### src/rtl/sasu_pkg.sv
package sasu_pkg;
  typedef enum logic [2:0] {
    OP_SH1ADD    = 3'd0,
    OP_SH2ADD    = 3'd1,
    OP_SH3ADD    = 3'd2,
    OP_SH1ADD_UW = 3'd3,
    OP_SH2ADD_UW = 3'd4,
    OP_SH3ADD_UW = 3'd5,
    OP_ADD_UW    = 3'd6,
    OP_SLLI_UW   = 3'd7
  } sasu_op_e;

  function automatic logic op_zext(sasu_op_e op);
    return op inside {OP_SH1ADD_UW, OP_SH2ADD_UW, OP_SH3ADD_UW, OP_ADD_UW, OP_SLLI_UW};
  endfunction

  function automatic logic op_adds(sasu_op_e op);
    return op != OP_SLLI_UW;
  endfunction
endpackage

### src/rtl/sasu_decode.sv
module sasu_decode
  import sasu_pkg::*;
#(
  parameter int XLEN = 64,
  localparam int SHW = $clog2(XLEN)
) (
  input  sasu_op_e         op_i,
  input  logic [SHW-1:0]   shamt_i,
  output logic             zext_o,
  output logic             add_o,
  output logic [SHW-1:0]   amt_o
);
  always_comb begin
    zext_o = op_zext(op_i);
    add_o  = op_adds(op_i);
    unique case (op_i)
      OP_SH1ADD, OP_SH1ADD_UW: amt_o = SHW'(1);
      OP_SH2ADD, OP_SH2ADD_UW: amt_o = SHW'(2);
      OP_SH3ADD, OP_SH3ADD_UW: amt_o = SHW'(3);
      OP_ADD_UW:               amt_o = '0;
      default:                 amt_o = shamt_i;
    endcase
  end
endmodule

### src/rtl/sasu_shifter.sv
module sasu_shifter #(
  parameter int XLEN = 64,
  localparam int SHW = $clog2(XLEN)
) (
  input  logic [XLEN-1:0] data_i,
  input  logic [SHW-1:0]  amt_i,
  output logic [XLEN-1:0] data_o
);
  logic [XLEN-1:0] stage [SHW+1];
  assign stage[0] = data_i;
  for (genvar s = 0; s < SHW; s++) begin : g_stage
    assign stage[s+1] = amt_i[s] ? (stage[s] << (1 << s)) : stage[s];
  end
  assign data_o = stage[SHW];
endmodule

### src/rtl/sasu_adder.sv
module sasu_adder #(
  parameter int XLEN = 64
) (
  input  logic [XLEN-1:0] a_i,
  input  logic [XLEN-1:0] b_i,
  output logic [XLEN-1:0] sum_o
);
  // carry out intentionally dropped
  assign sum_o = a_i + b_i;
endmodule

### src/rtl/sasu_unit.sv
module sasu_unit
  import sasu_pkg::*;
#(
  parameter int XLEN    = 64,
  parameter int LATENCY = 1,
  localparam int SHW  = $clog2(XLEN),
  localparam int HALF = XLEN / 2
) (
  input  logic            clk_i,
  input  logic            rst_ni,
  input  logic            valid_i,
  input  logic            wide_mode_i,
  input  logic [2:0]      op_i,
  input  logic [XLEN-1:0] rs1_i,
  input  logic [XLEN-1:0] rs2_i,
  input  logic [SHW-1:0]  shamt_i,
  output logic            valid_o,
  output logic            illegal_o,
  output logic [XLEN-1:0] result_o
);
  sasu_op_e        op;
  logic            zext, use_add;
  logic [SHW-1:0]  amt;
  logic [XLEN-1:0] src, shifted, addend, sum;
  logic            nxt_illegal;
  logic [XLEN-1:0] nxt_result;

  assign op = sasu_op_e'(op_i);

  sasu_decode #(.XLEN(XLEN)) u_dec (
    .op_i(op), .shamt_i(shamt_i), .zext_o(zext), .add_o(use_add), .amt_o(amt)
  );

  assign src    = zext ? {{(XLEN-HALF){1'b0}}, rs1_i[HALF-1:0]} : rs1_i;
  assign addend = use_add ? rs2_i : '0;

  sasu_shifter #(.XLEN(XLEN)) u_shf (.data_i(src), .amt_i(amt), .data_o(shifted));
  sasu_adder   #(.XLEN(XLEN)) u_add (.a_i(shifted), .b_i(addend), .sum_o(sum));

  assign nxt_illegal = valid_i & ~wide_mode_i;
  assign nxt_result  = (valid_i && wide_mode_i) ? sum : '0;

  if (LATENCY == 1) begin : g_reg
    always_ff @(posedge clk_i or negedge rst_ni) begin
      if (!rst_ni) begin
        valid_o   <= 1'b0;
        illegal_o <= 1'b0;
        result_o  <= '0;
      end else begin
        valid_o   <= valid_i;
        illegal_o <= nxt_illegal;
        result_o  <= nxt_result;
      end
    end
  end else begin : g_comb
    assign valid_o   = valid_i;
    assign illegal_o = nxt_illegal;
    assign result_o  = nxt_result;
  end
endmodule

### config.mk
export PLATFORM = sky130hd
export DESIGN_NAME = sasu_unit
export DESIGN_NICKNAME = d
export VERILOG_FILES = /design/src/rtl/sasu_pkg.sv /design/src/rtl/sasu_decode.sv /design/src/rtl/sasu_shifter.sv /design/src/rtl/sasu_adder.sv /design/src/rtl/sasu_unit.sv
export SDC_FILE = /design/constraint.sdc
export NUM_CORES = 1
export LEC_CHECK = 0
export BUFFER_PORTS_ARGS = -buffer_cell sky130_fd_sc_hd__buf_2
export CAP_MARGIN = 0
export CORE_ASPECT_RATIO = 0.9
export CORE_MARGIN = 4
export CORE_UTILIZATION = 45
export DETAILED_ROUTE_END_ITERATION = 16
export HOLD_SLACK_MARGIN = 0.15
export MAX_ROUTING_LAYER = met4
export PLACE_DENSITY = 0.63
export SKIP_CTS_REPAIR_TIMING = 1
export SYNTH_ARGS = -nofsm -noshare
export SYNTH_HDL_FRONTEND = slang
export SYNTH_HIERARCHICAL = 1
export SYNTH_SLANG_ARGS = --single-unit
### constraint.sdc
create_clock -name clk_i -period 0.8 [get_ports clk_i]
set_input_delay 0 -clock clk_i [delete_from_list [all_inputs] [get_ports clk_i]]
set_output_delay 0 -clock clk_i [all_outputs]
set_load 0.03 [all_outputs]
Word-level counts from Yosys, hierarchy flattened
Cells that the tools add are included.
{"block": "op_classes", "mux": 10, "add_sub_neg": 1, "n_reduce_logical": 6, "eq_ne": 8, "bitwise": 2}
{"operator": "$mux W64", "n": 9}
{"operator": "$add A64 B64 Y64", "n": 1}
{"operator": "$pmux W6 S4", "n": 1}
{"operator": "$eq A3 B3 Y1 const B", "n": 4}
{"operator": "$eq A3 B2 Y1 const B", "n": 2}
{"operator": "$reduce_or A2 Y1", "n": 3}
{"operator": "$reduce_bool A5 Y1", "n": 1}
{"operator": "$eq A3 B1 Y1 const B", "n": 1}
{"operator": "$logic_not A3 Y1", "n": 1}
{"operator": "$ne A3 B3 Y1 const B", "n": 1}
{"operator": "$and A1 B1 Y1", "n": 1}
{"operator": "$logic_and A1 B1 Y1", "n": 1}
{"operator": "$not A1 Y1", "n": 1}
{"block": "word_totals", "output_inout_bits": 66, "elab_cells": 30, "inputBits": 141, "register_bits": 66}

Longest topological paths before layout
Gate-level depths: netlist of the first run.
{"block": "logic_depth", "word_depth": 11, "ltp_mapped": 24, "depth_no_buf": 19}

By module
Netlist of the first run, hierarchy kept.
{"mod": "sasu_shifter", "n_inst": 1, "area_each_um2": 4317.9, "cells_each": 474, "seq_area_each_um2": 0.0}
{"mod": "sasu_adder", "n_inst": 1, "area_each_um2": 3843.7, "cells_each": 573, "seq_area_each_um2": 0.0}
{"mod": "sasu_unit", "n_inst": 1, "area_each_um2": 2856.5, "cells_each": 250, "seq_area_each_um2": 1651.6}
{"mod": "sasu_decode", "n_inst": 1, "area_each_um2": 86.3, "cells_each": 15, "seq_area_each_um2": 0.0}

Worst setup path before layout of the first run
Ideal clock, no wire load.
{"block": "synth_timing", "path_type": "input to register", "start": "in op_i[0]", "end": "reg result_o[59]", "t_arrival_ns": 4.177, "required_ns": 0.734, "setup_time_ns": 0.066, "path_stages": 21, "slack_ns": -3.443, "path_buffers": 3, "cell_sequence": "nor2b_1 > o21ai_1 > buf_6 > buf_6 > buf_6 > mux2_2 > a222oi_1 > mux2i_1 > and3_1 > a211o_1 > ha_1 > a211oi_1 > nor2_1 > a221o_1 > a221o_1 > o21ai_2 > o211ai_2 > a21o_1 > a21oi_2 > xnor2_1 > and3_1"}
{"block": "synth_via", "elab_chain_cells": 11, "elab_cells_between_ends": 24, "classes_between": "1 x add/sub; 8 x eq/ne; 10 x mux; 5 x reduce/logical"}
{"item": "start, declared", "line": "sasu_unit.sv:13", "source": "input logic [2:0] op_i,"}
{"item": "$eq A3 B2 Y1 (tied with other cells)", "line": "sasu_decode.sv:16", "source": "unique case (op_i)"}
{"item": "$reduce_or A2 Y1", "line": "sasu_decode.sv:16"}
{"item": "$pmux W6 S4 (*)", "line": "sasu_decode.sv:16"}
{"item": "via amt[0]", "line": "sasu_unit.sv:23", "source": "logic [SHW-1:0] amt;"}
{"item": "$mux W64 (*) (6 in series)", "line": "sasu_shifter.sv:12", "source": "assign stage[s+1] = amt_i[s] ? (stage[s] << (1 << s)) : stage[s];"}
{"item": "via shifted[46]", "line": "sasu_unit.sv:24", "source": "logic [XLEN-1:0] src, shifted, addend, sum;"}
{"item": "$add A64 B64 Y64 (*)", "line": "sasu_adder.sv:9", "source": "assign sum_o = a_i + b_i;"}
{"item": "via sum[59]", "line": "sasu_unit.sv:24"}
{"item": "$mux W64 (*)", "line": "sasu_unit.sv:41", "source": "assign nxt_result = (valid_i && wide_mode_i) ? sum : '0;"}
{"item": "via nxt_result[59]", "line": "sasu_unit.sv:26", "source": "logic [XLEN-1:0] nxt_result;"}
{"item": "end signal, assigned", "line": "sasu_unit.sv:52", "source": "result_o <= nxt_result;"}
{"item": "end, declared", "line": "sasu_unit.sv:19", "source": "output logic [XLEN-1:0] result_o"}
The timed path passes the listed nets; every way through them passes the cells marked *.

Final worst setup path of the first run
{"block": "layout_timing", "start": "in op_i[1]", "end": "reg result_o[59]"}
Same word-level chain as after synthesis.

==> results_dict.tcl, run 1 <==
set metrics [dict create \
    fmax_mhz 235 \
    dieWidth_um 174 \
    synthArstFlopShare 1.00 \
    antenna_found_initial 0 \
    post-route-util 0.790 \
    core_um2 24300 \
    outcome "finished with violations" \
    fillCellCount 1618 \
    worst_pin_slew_ps 570 \
    crit_path_start_kind "primary input" \
    cts_buffer_depth 2 \
    grt_pass1_vias 12500 \
    arrival_ps 4500 \
    cts_tree "done" \
    vias_per_cell 6.08 \
    fp-row-count 54 \
    grt_remaining_overflow 0 \
    grt_pass1_wl_um 69500 \
    syn_inst 1312 \
    hold_viol 0 \
    cellLeakagePower_nw 8.93 \
    h-tree-depth 3 \
    die_y_um 157 \
    detail_route.first_pass.iterations 5 \
    syn_nets 1517 \
    slew_headroom 0.617 \
    cts_buffers 9 \
    seq_area_frac_synth 0.149 \
    drive_gt1_frac 0.623 \
    fin_area_um2 19200 \
    diodes 0 \
    cap_violations 0 \
    holdCritPathClass "in -> reg" \
    syn_area_um2 11100 \
    violations "setup timing" \
    yosys.cell_types.count 84 \
    slew_viol_final 0 \
    drt-total-wl_um 51300 \
    ir_drop_mv 1.07 \
    synth_area_per_cell_um2 8.46 \
    cp_max_fo 6 \
    finalCritPeriodShare 5.32 \
    place.gp.congestion 1.05 \
    dp_hpwl_um 37300 \
    setup_viol 130 \
    rsz0062_at_grt "true" \
    crit_required_ps 1040 \
    vias 14000 \
    worst-setup-path-type "in -> reg" \
    finalNetCount 2192 \
    area_growth_pct 72.5 \
    fin_ws_ps -3460 \
    initial_utilization 0.458 \
    hold_path_startpoint "valid_i" \
    grt_max_degree 67 \
    die-area_um2 27300 \
    end_kind "flop" \
    cts_root_buffer "clkbuf_16" \
    drc_errors 0 \
    placed_cell_area_um2 15900 \
    crit_start "op_i[1]" \
    finalPower_mw 32.2 \
    ios 207 \
    io_buffers 206 \
    wire_per_inst_um 22.3 \
    drt_iter0_markers 1354 \
    ant_nets 0 \
    synth_warnings 6 \
    ys_seq_elements 66 \
    synth-edff-count 0 \
    power_density_nw_per_um2 1680 \
    synth-main-ff-cell "dfrtp_1" \
    track_usage 0.327 \
    path_clk_slew_ps 70 \
    period_needed_ps 4260 \
    cts_sinks 66 \
]
[final timing paths]
check                          endpoint  slack (ps)  cells after the start
min in group asynchronous   result_o[6]         210                      3
setup / recovery           result_o[59]       -3460                     23
hold / removal                  valid_o          20                      2
max in group asynchronous  result_o[49]         260                      3
[worst max-delay path, cell delays in order]
cell,delay (ps)
buf_8,90
inv_2,30
o211ai_1,270
o21ai_4,140
buf_12,170
buf_12,130
buf_12,130
mux2i_4,180
or2_4,250
mux4_2,540
mux2_4,310
nor2_4,120
ha_4,150
nand4_1,160
nor4b_4,340
buf_4,170
nand2_4,50
or4_4,430
o211ai_4,320
a21o_1,180
a21oi_2,50
xnor2_1,110
and3_1,130
[cells by family after synthesis]
family | synth area share
XOR/XNOR | 0.0481
buffers and inverters | 0.0552
adder cells (fa/ha/maj) | 0.0728
multiplexers | 0.224
AO/OA/AOI/OAI | 0.203
flip-flops | 0.149
AND/OR/NAND/NOR | 0.248
[cell type report]
cell class | count | area [um^2] | share of cell area
Sequential cell | 66 | 1650 | 0.0862
Multi-Input combinational cell | 1134 | 10700 | 0.560
Inverter | 22 | 93.8 | 0.00490
Tap cell | 308 | 385 | 0.0201
Clock buffer | 9 | 225 | 0.0118
Clock inverter | 7 | 100 | 0.00523
Timing Repair Buffer | 754 | 5960 | 0.311
[flip-flops by register name, indices dropped and copies added, names as in the netlist]
signal     count
valid_o        1
illegal_o      1
result_o      64
[Yosys cell counts, types with 7 or more instances]
cell | n | area share
a211oi_1 | 12 | 0.0081
a21o_1 | 20 | 0.014
a21oi_1 | 96 | 0.043
a22oi_1 | 11 | 0.0074
and2_1 | 14 | 0.0079
and2_2 | 65 | 0.044
and3_1 | 71 | 0.040
buf_1 | 7 | 0.0024
buf_2 | 28 | 0.013
buf_6 | 9 | 0.0091
clkbuf_1 | 31 | 0.010
clkbuf_2 | 7 | 0.0032
dfrtp_1 | 66 | 0.15
ha_1 | 63 | 0.071
inv_1 | 19 | 0.0064
mux2_2 | 37 | 0.038
mux2i_1 | 49 | 0.044
mux4_1 | 10 | 0.024
mux4_2 | 58 | 0.12
nand2_1 | 119 | 0.040
nand2b_1 | 9 | 0.0051
nand3_1 | 18 | 0.0081
nand4_1 | 20 | 0.011
nor2_1 | 102 | 0.034
nor2b_1 | 43 | 0.024
nor3_1 | 21 | 0.0095
nor4_1 | 7 | 0.0039
o211ai_1 | 16 | 0.011
o21a_1 | 10 | 0.0068
o21ai_0 | 58 | 0.026
o21bai_1 | 17 | 0.011
o221ai_1 | 9 | 0.0071
o22a_1 | 7 | 0.0055
o22ai_1 | 13 | 0.0073
or2_2 | 8 | 0.0045
xnor2_1 | 41 | 0.032
xor2_1 | 20 | 0.016
[layout by cell type, fill, tap and decap left out, types with 12 or more instances in the layout]
master,synthesis,routed
a21oi_1,96,39
a21oi_2,2,46
buf_6,9,101
nor2_4,0,15
o211ai_1,16,16
dfrtp_1,66,66
and3_1,71,69
buf_2,28,136
xnor2_1,41,36
buf_12,1,15
nor2_1,102,74
mux2i_1,49,34
o21ai_0,58,25
and2_2,65,67
o21ai_1,5,20
a21o_1,20,19
nand2_1,119,94
inv_1,19,15
mux4_2,58,68
nor2_2,0,13
a21oi_4,1,14
nand3_1,18,12
nor2b_1,43,39
mux2_4,1,15
nand4_1,20,20
xor2_1,20,20
mux2_2,37,23
clkbuf_16,0,12
ha_4,0,30
buf_4,3,495
o21ai_2,2,17
nand2_2,0,19
ha_1,63,29
o21bai_1,17,13
[through the flow]
| step | TNS, ps | worst slack, ps | instances | hold slack (ps) |
|---|---|---|---|---|
| floorplan | -165670 | -3240 | 1312 | -296 |
| global placement | -217550 | -4010 | 2209 | 27.7 |
| detailed placement | -222350 | -4030 | 2209 | 32.1 |
| CTS | -206150 | -3710 | 2225 | -337 |
| global route | -195140 | -3570 | 2300 | 33.0 |
| finish | -188830 | -3460 | 2300 | 18.8 |
[report_power, final]
part,switching [mW],internal [mW]
registers,0.218,3.77
logic,11.6,11.9
clock network,1.88,2.77
[metal layers]
layer  vias up  global-route usage  routed length [um]
li1       6293                   -                   -
met1      6795               0.457               21500
met2       770               0.521               24200
met3       124              0.0288                3850
met4         0              0.0792                1700
met5         -                   -                   0
Note: power is estimated with default switching activity, not from simulation.
==> run 2, diff against run 1 <==
--- a/config.mk
+++ b/config.mk
@@ -13,7 +13,7 @@
 export DETAILED_ROUTE_END_ITERATION = 16
 export HOLD_SLACK_MARGIN = 0.15
 export MAX_ROUTING_LAYER = met4
-export PLACE_DENSITY = 0.63
+export PLACE_DENSITY = 0.65
 export SKIP_CTS_REPAIR_TIMING = 1
 export SYNTH_ARGS = -nofsm -noshare
 export SYNTH_HDL_FRONTEND = slang
==> constraint.sdc (replaced) <==
create_clock -name clk_i -period 3.9 [get_ports clk_i]
set_input_delay 0 -clock clk_i [delete_from_list [all_inputs] [get_ports clk_i]]
set_output_delay 0 -clock clk_i [all_outputs]
set_load 0.03 [all_outputs]
==> results_dict.tcl, run 2 (same netlist as run 1, synthesis figures left out) <==
set metrics [dict create \
    outcome "finished with violations" \
    violations "setup timing" \
    final_common_cell "buf_4" \
    met3_usage 0.0396 \
    fillCellCount 1819 \
    fin_tns_setup_ps -4970 \
    hold_end "result_o[0]" \
    finalCritPeriodShare 1.11 \
    h-tree-depth 3 \
    diodes 0 \
    worst-setup-path-type "in -> reg" \
    cp_max_fo 7 \
    die-area_um2 27300 \
    worstPathBufferInverterCount 4 \
    detail_route.first_pass.iterations 5 \
    worst_pin_slew_ps 1000 \
    drive_gt1_frac 0.577 \
    slowest_delay_ps 440 \
    cap_violations 0 \
    wire_per_inst_um 21.3 \
    setup_viol 26 \
    path_clk_slew_ps 70 \
    met1_usage 0.465 \
    fin_ws_ps -430 \
    ant_nets 0 \
    dieWidth_um 174 \
    hold_viol 0 \
    holdCritPathClass "in -> reg" \
    track_usage 0.332 \
    antenna_found_initial 0 \
    place_ws_ps -998 \
    io_buffers 206 \
    holdWs_ps 156 \
    crit_path_start_kind "primary input" \
    cp_top_family "compound AO/OA/AOI/OAI gates" \
    finalNetCount 2173 \
    drc_errors 0 \
    core_um2 24300 \
    cts_sinks 66 \
    drt_iter0_markers 1154 \
    final_cell_mix "489 x buf_4, 202 x buf_2, 106 x nand2_1" \
    worstPathCellList "buf_6 > o211ai_1 > o21ai_4 > buf_12 > buf_12 > mux4_2 > a222oi_1 > buf_4 > mux2i_4 > and3_1 > a211o_1 > ha_4 > a211oi_2 > nor2_1 > a221o_1 > a221o_1 > o21ai_2 > o211ai_4 > a21o_1 > a21oi_2 > xnor2_1 > and3_1" \
    fmax_mhz 231 \
    holdPathStages 4 \
    end_kind "flop" \
    grt_busiest_layer "met2" \
    ir_drop_mv 0.221 \
    place.gp.congestion 1.04 \
    vias 13500 \
    power_density_nw_per_um2 345 \
    crit_cells 22 \
    area_growth_pct 60.2 \
    hold_path_startpoint "rs2_i[0]" \
    drt-total-wl_um 48600 \
    arrival_ps 4620 \
    cellLeakagePower_nw 8.61 \
    cts_tree "done" \
    vias_per_cell 5.92 \
    placed_cells 2204 \
    cp_slowest_cell "mux4_2" \
    rsz0062_at_grt "true" \
    crit_required_ps 4190 \
    period_needed_ps 4330 \
    dp_hpwl_um 38500 \
    fp-row-count 54 \
    top_register "result_o" \
    grt_max_degree 67 \
    ios 207 \
    cts_buffers 9 \
    grt_pass1_wl_um 69800 \
    fin_cells 2281 \
    finalPower_mw 6.13 \
    grt_remaining_overflow 0 \
    cts_buffer_depth 2 \
    slew_headroom 0.333 \
    reg_top3 "result_o: 64 flops, illegal_o: 1 flops, valid_o: 1 flops" \
    initial_utilization 0.458 \
    die_y_um 157 \
    largest_reg_flops 64 \
    grt_pass1_vias 12500 \
    slew_viol_final 0 \
    grt_use_met2 0.511 \
    cts_root_buffer "clkbuf_16" \
]
-- run 2: changes by cell type in the layout (fill, tap and decap cells not counted), moves of 12 or more --
| cell | delta |
|---|---|
| a21oi_1 | +13 |
| buf_6 | -76 |
| nand2_1 | +12 |
| ha_4 | -16 |
| buf_2 | +66 |
| ha_1 | +13 |
-- run 2: report_power, final --
part	total [mW]	switching, mW	internal [mW]
logic	4.40	2.21	2.19
clock network	0.947	0.380	0.567
registers	0.791	0.0201	0.771
total	6.13	2.61	3.53
-- run 2: worst max-delay path by stage --
stage | from | end | slack [ps]
after floorplan | op_i[0] | result_o[59] | -140
after global placement | op_i[0] | result_o[49] | -940
after detailed placement | op_i[0] | result_o[49] | -1000
after CTS | op_i[0] | result_o[49] | -630
after global routing | op_i[1] | result_o[59] | -590
final | shamt_i[0] | result_o[59] | -430
-- run 2: cell type report --
| class | instances | area, um^2 | area share |
|---|---|---|---|
| clock inverter | 7 | 100 | 0.00563 |
| inverter | 22 | 87.6 | 0.00492 |
| sequential | 66 | 1650 | 0.0928 |
| multi-input combinational | 1133 | 10000 | 0.563 |
| tap | 308 | 385 | 0.0217 |
| timing repair buffer | 736 | 5330 | 0.300 |
| clock buffer | 9 | 225 | 0.0127 |
-- run 2: routing by layer --
| layer | routed length, um | vias to the layer above |
|---|---|---|
| met5 | 0 | - |
| met4 | 1620 | 0 |
| met3 | 3930 | 100 |
| met2 | 22000 | 683 |
| met1 | 21000 | 6486 |
| li1 | - | 6231 |
-- run 2: through the flow --
step / utilization / cell area [um^2]
2_1_floorplan: - / 11200
4_1_cts: 0.662 / 16000
6_report: 0.734 / 17800
3_5_place_dp: 0.648 / 15700
5_1_grt: 0.734 / 17800
3_3_place_gp: 0.648 / 15700
-- run 2: tightest hold or removal path, cell delays in order --
cell	delay [ps]
buf_2	70
and2_2	130
ha_1	110
and3_1	150
==> run 3, diff against run 2 <==
--- a/config.mk
+++ b/config.mk
@@ -11,9 +11,11 @@
 export CORE_MARGIN = 4
 export CORE_UTILIZATION = 45
 export DETAILED_ROUTE_END_ITERATION = 16
+export GPL_ROUTABILITY_DRIVEN = 0
 export HOLD_SLACK_MARGIN = 0.15
 export MAX_ROUTING_LAYER = met4
-export PLACE_DENSITY = 0.65
+export PLACE_DENSITY_LB_ADDON = 0.12
+export REMOVE_ABC_BUFFERS = 1
 export SKIP_CTS_REPAIR_TIMING = 1
 export SYNTH_ARGS = -nofsm -noshare
 export SYNTH_HDL_FRONTEND = slang
==> results_dict.tcl, run 3 (same netlist as run 1, synthesis figures left out) <==
set metrics [dict create \
    ant_nets 0 \
    reg_top3 "result_o: 64 flops, illegal_o: 1 flops, valid_o: 1 flops" \
    finalCritPeriodShare 1.07 \
    vias 13100 \
    placed_cell_area_um2 15500 \
    grt_remaining_overflow 0 \
    arrival_ps 4430 \
    p_int_mw 3.34 \
    cellLeakagePower_nw 8.29 \
    drt-total-wl_um 43500 \
    cts_sinks 66 \
    placed_cells 2181 \
    dp_hpwl_um 34100 \
    fin_tns_setup_ps -2570 \
    period_needed_ps 4180 \
    grt_max_degree 67 \
    ir_drop_mv 0.225 \
    fillCellCount 1930 \
    final_common_cell "buf_4" \
    h-tree-depth 3 \
    ios 207 \
    fin_ws_ps -283 \
    cts_tree "done" \
    rsz0062_at_grt "true" \
    fin_area_um2 17100 \
    track_usage 0.301 \
    drt_iter0_markers 1302 \
    power_frac_clock 0.159 \
    worst_pin_slew_ps 975 \
    top_register "result_o" \
    violations "setup timing" \
    holdWs_ps 115 \
    fp-row-count 54 \
    setup_viol 21 \
    fin_cells 2234 \
    switching_share 0.422 \
    slew_headroom 0.350 \
    hold_viol 0 \
    holdCritPathClass "in -> reg" \
    cap_violations 0 \
    combPwrFrac 0.703 \
    power_density_nw_per_um2 338 \
    cts_buffer_depth 2 \
    crit_required_ps 4150 \
    hold_path_startpoint "rs2_i[0]" \
    fmax_mhz 239 \
    wire_per_inst_um 19.5 \
    finalPower_mw 5.77 \
    cp_max_fo 9 \
    slew_viol_final 0 \
    cts_root_buffer "clkbuf_16" \
    area_growth_pct 53.9 \
    finalNetCount 2126 \
    detail_route.first_pass.iterations 8 \
    end_kind "flop" \
    antenna_found_initial 0 \
    p_switching_mw 2.43 \
    die-area_um2 27300 \
    initial_utilization 0.458 \
    drc_errors 0 \
    grt_pass1_vias 12300 \
    core_um2 24300 \
    path_clk_slew_ps 70 \
    hold_end "result_o[0]" \
    holdPathStages 4 \
    seqPwrFrac 0.137 \
    diodes 0 \
    final_cell_mix "460 x buf_4, 203 x buf_2, 111 x nand2_1" \
    worst-setup-path-type "in -> reg" \
    grt_pass1_wl_um 64700 \
    vias_per_cell 5.88 \
    io_buffers 206 \
    dieWidth_um 174 \
    drive_gt1_frac 0.547 \
    die_y_um 157 \
    largest_reg_flops 64 \
    crit_path_start_kind "primary input" \
    outcome "finished with violations" \
    cts_buffers 9 \
]
run 3: through the flow:
| stage | utilization | worst slack [ps] |
|---|---|---|
| after floorplan | - | -5700 |
| final | 0.705 | -283 |
| after CTS | 0.652 | -462 |
| after global placement | 0.638 | -794 |
| after detailed placement | 0.638 | -823 |
| after global routing | 0.705 | -439 |
run 3: how the worst max path moves through the flow:
stage	start	endpoint	slack, ps	cells after the start
final	op_i[0]	result_o[59]	-280	21
after detailed placement	op_i[0]	result_o[59]	-820	20
after CTS	op_i[0]	result_o[59]	-460	20
after global placement	op_i[0]	result_o[59]	-790	20
after floorplan	op_i[0]	result_o[59]	-5700	18
after global routing	op_i[1]	result_o[59]	-440	22
run 3: power groups by stage:
stage               registers, mW  logic (mW)  clock network [mW]
global placement            0.803        3.45                   0
CTS                         0.792        3.52               0.939
floorplan                   0.995        1.73                   0
detailed placement          0.804        3.49                   0
finish                      0.792        4.06               0.920
global route                0.802        4.32               0.962
run 3: layout make-up:
class                      instances  area (um^2)  share of cell area
clock inverter                     7          100             0.00586
inverter                          22         85.1             0.00498
multi-input combinational       1133         9750               0.571
timing repair buffer             689         4890               0.286
clock buffer                       9          225              0.0132
tap                              308          385              0.0226
sequential                        66         1650              0.0966
run 3: metal layers:
metal  track usage  share of wire  vias to the layer above
met5             -              0                        -
met4        0.0874          0.031                        0
met3        0.0382          0.080                      108
met2         0.483           0.46                      637
met1         0.404           0.43                     6237
li1              -              -                     6159
run 3: worst max-delay path, stage by stage:
cell      delay (ps)
buf_6            100
nor2b_4          130
o21ai_4          200
buf_12           150
buf_12           140
buf_12           140
mux4_2           520
mux2_4           340
or2_0            220
o211a_1          150
and2_4           170
ha_4             270
and4_4           220
nor4b_4          230
nand2_1          130
or4_4            510
o211ai_4         310
a21o_1           170
a21oi_2           50
xnor2_1          110
and3_1           140
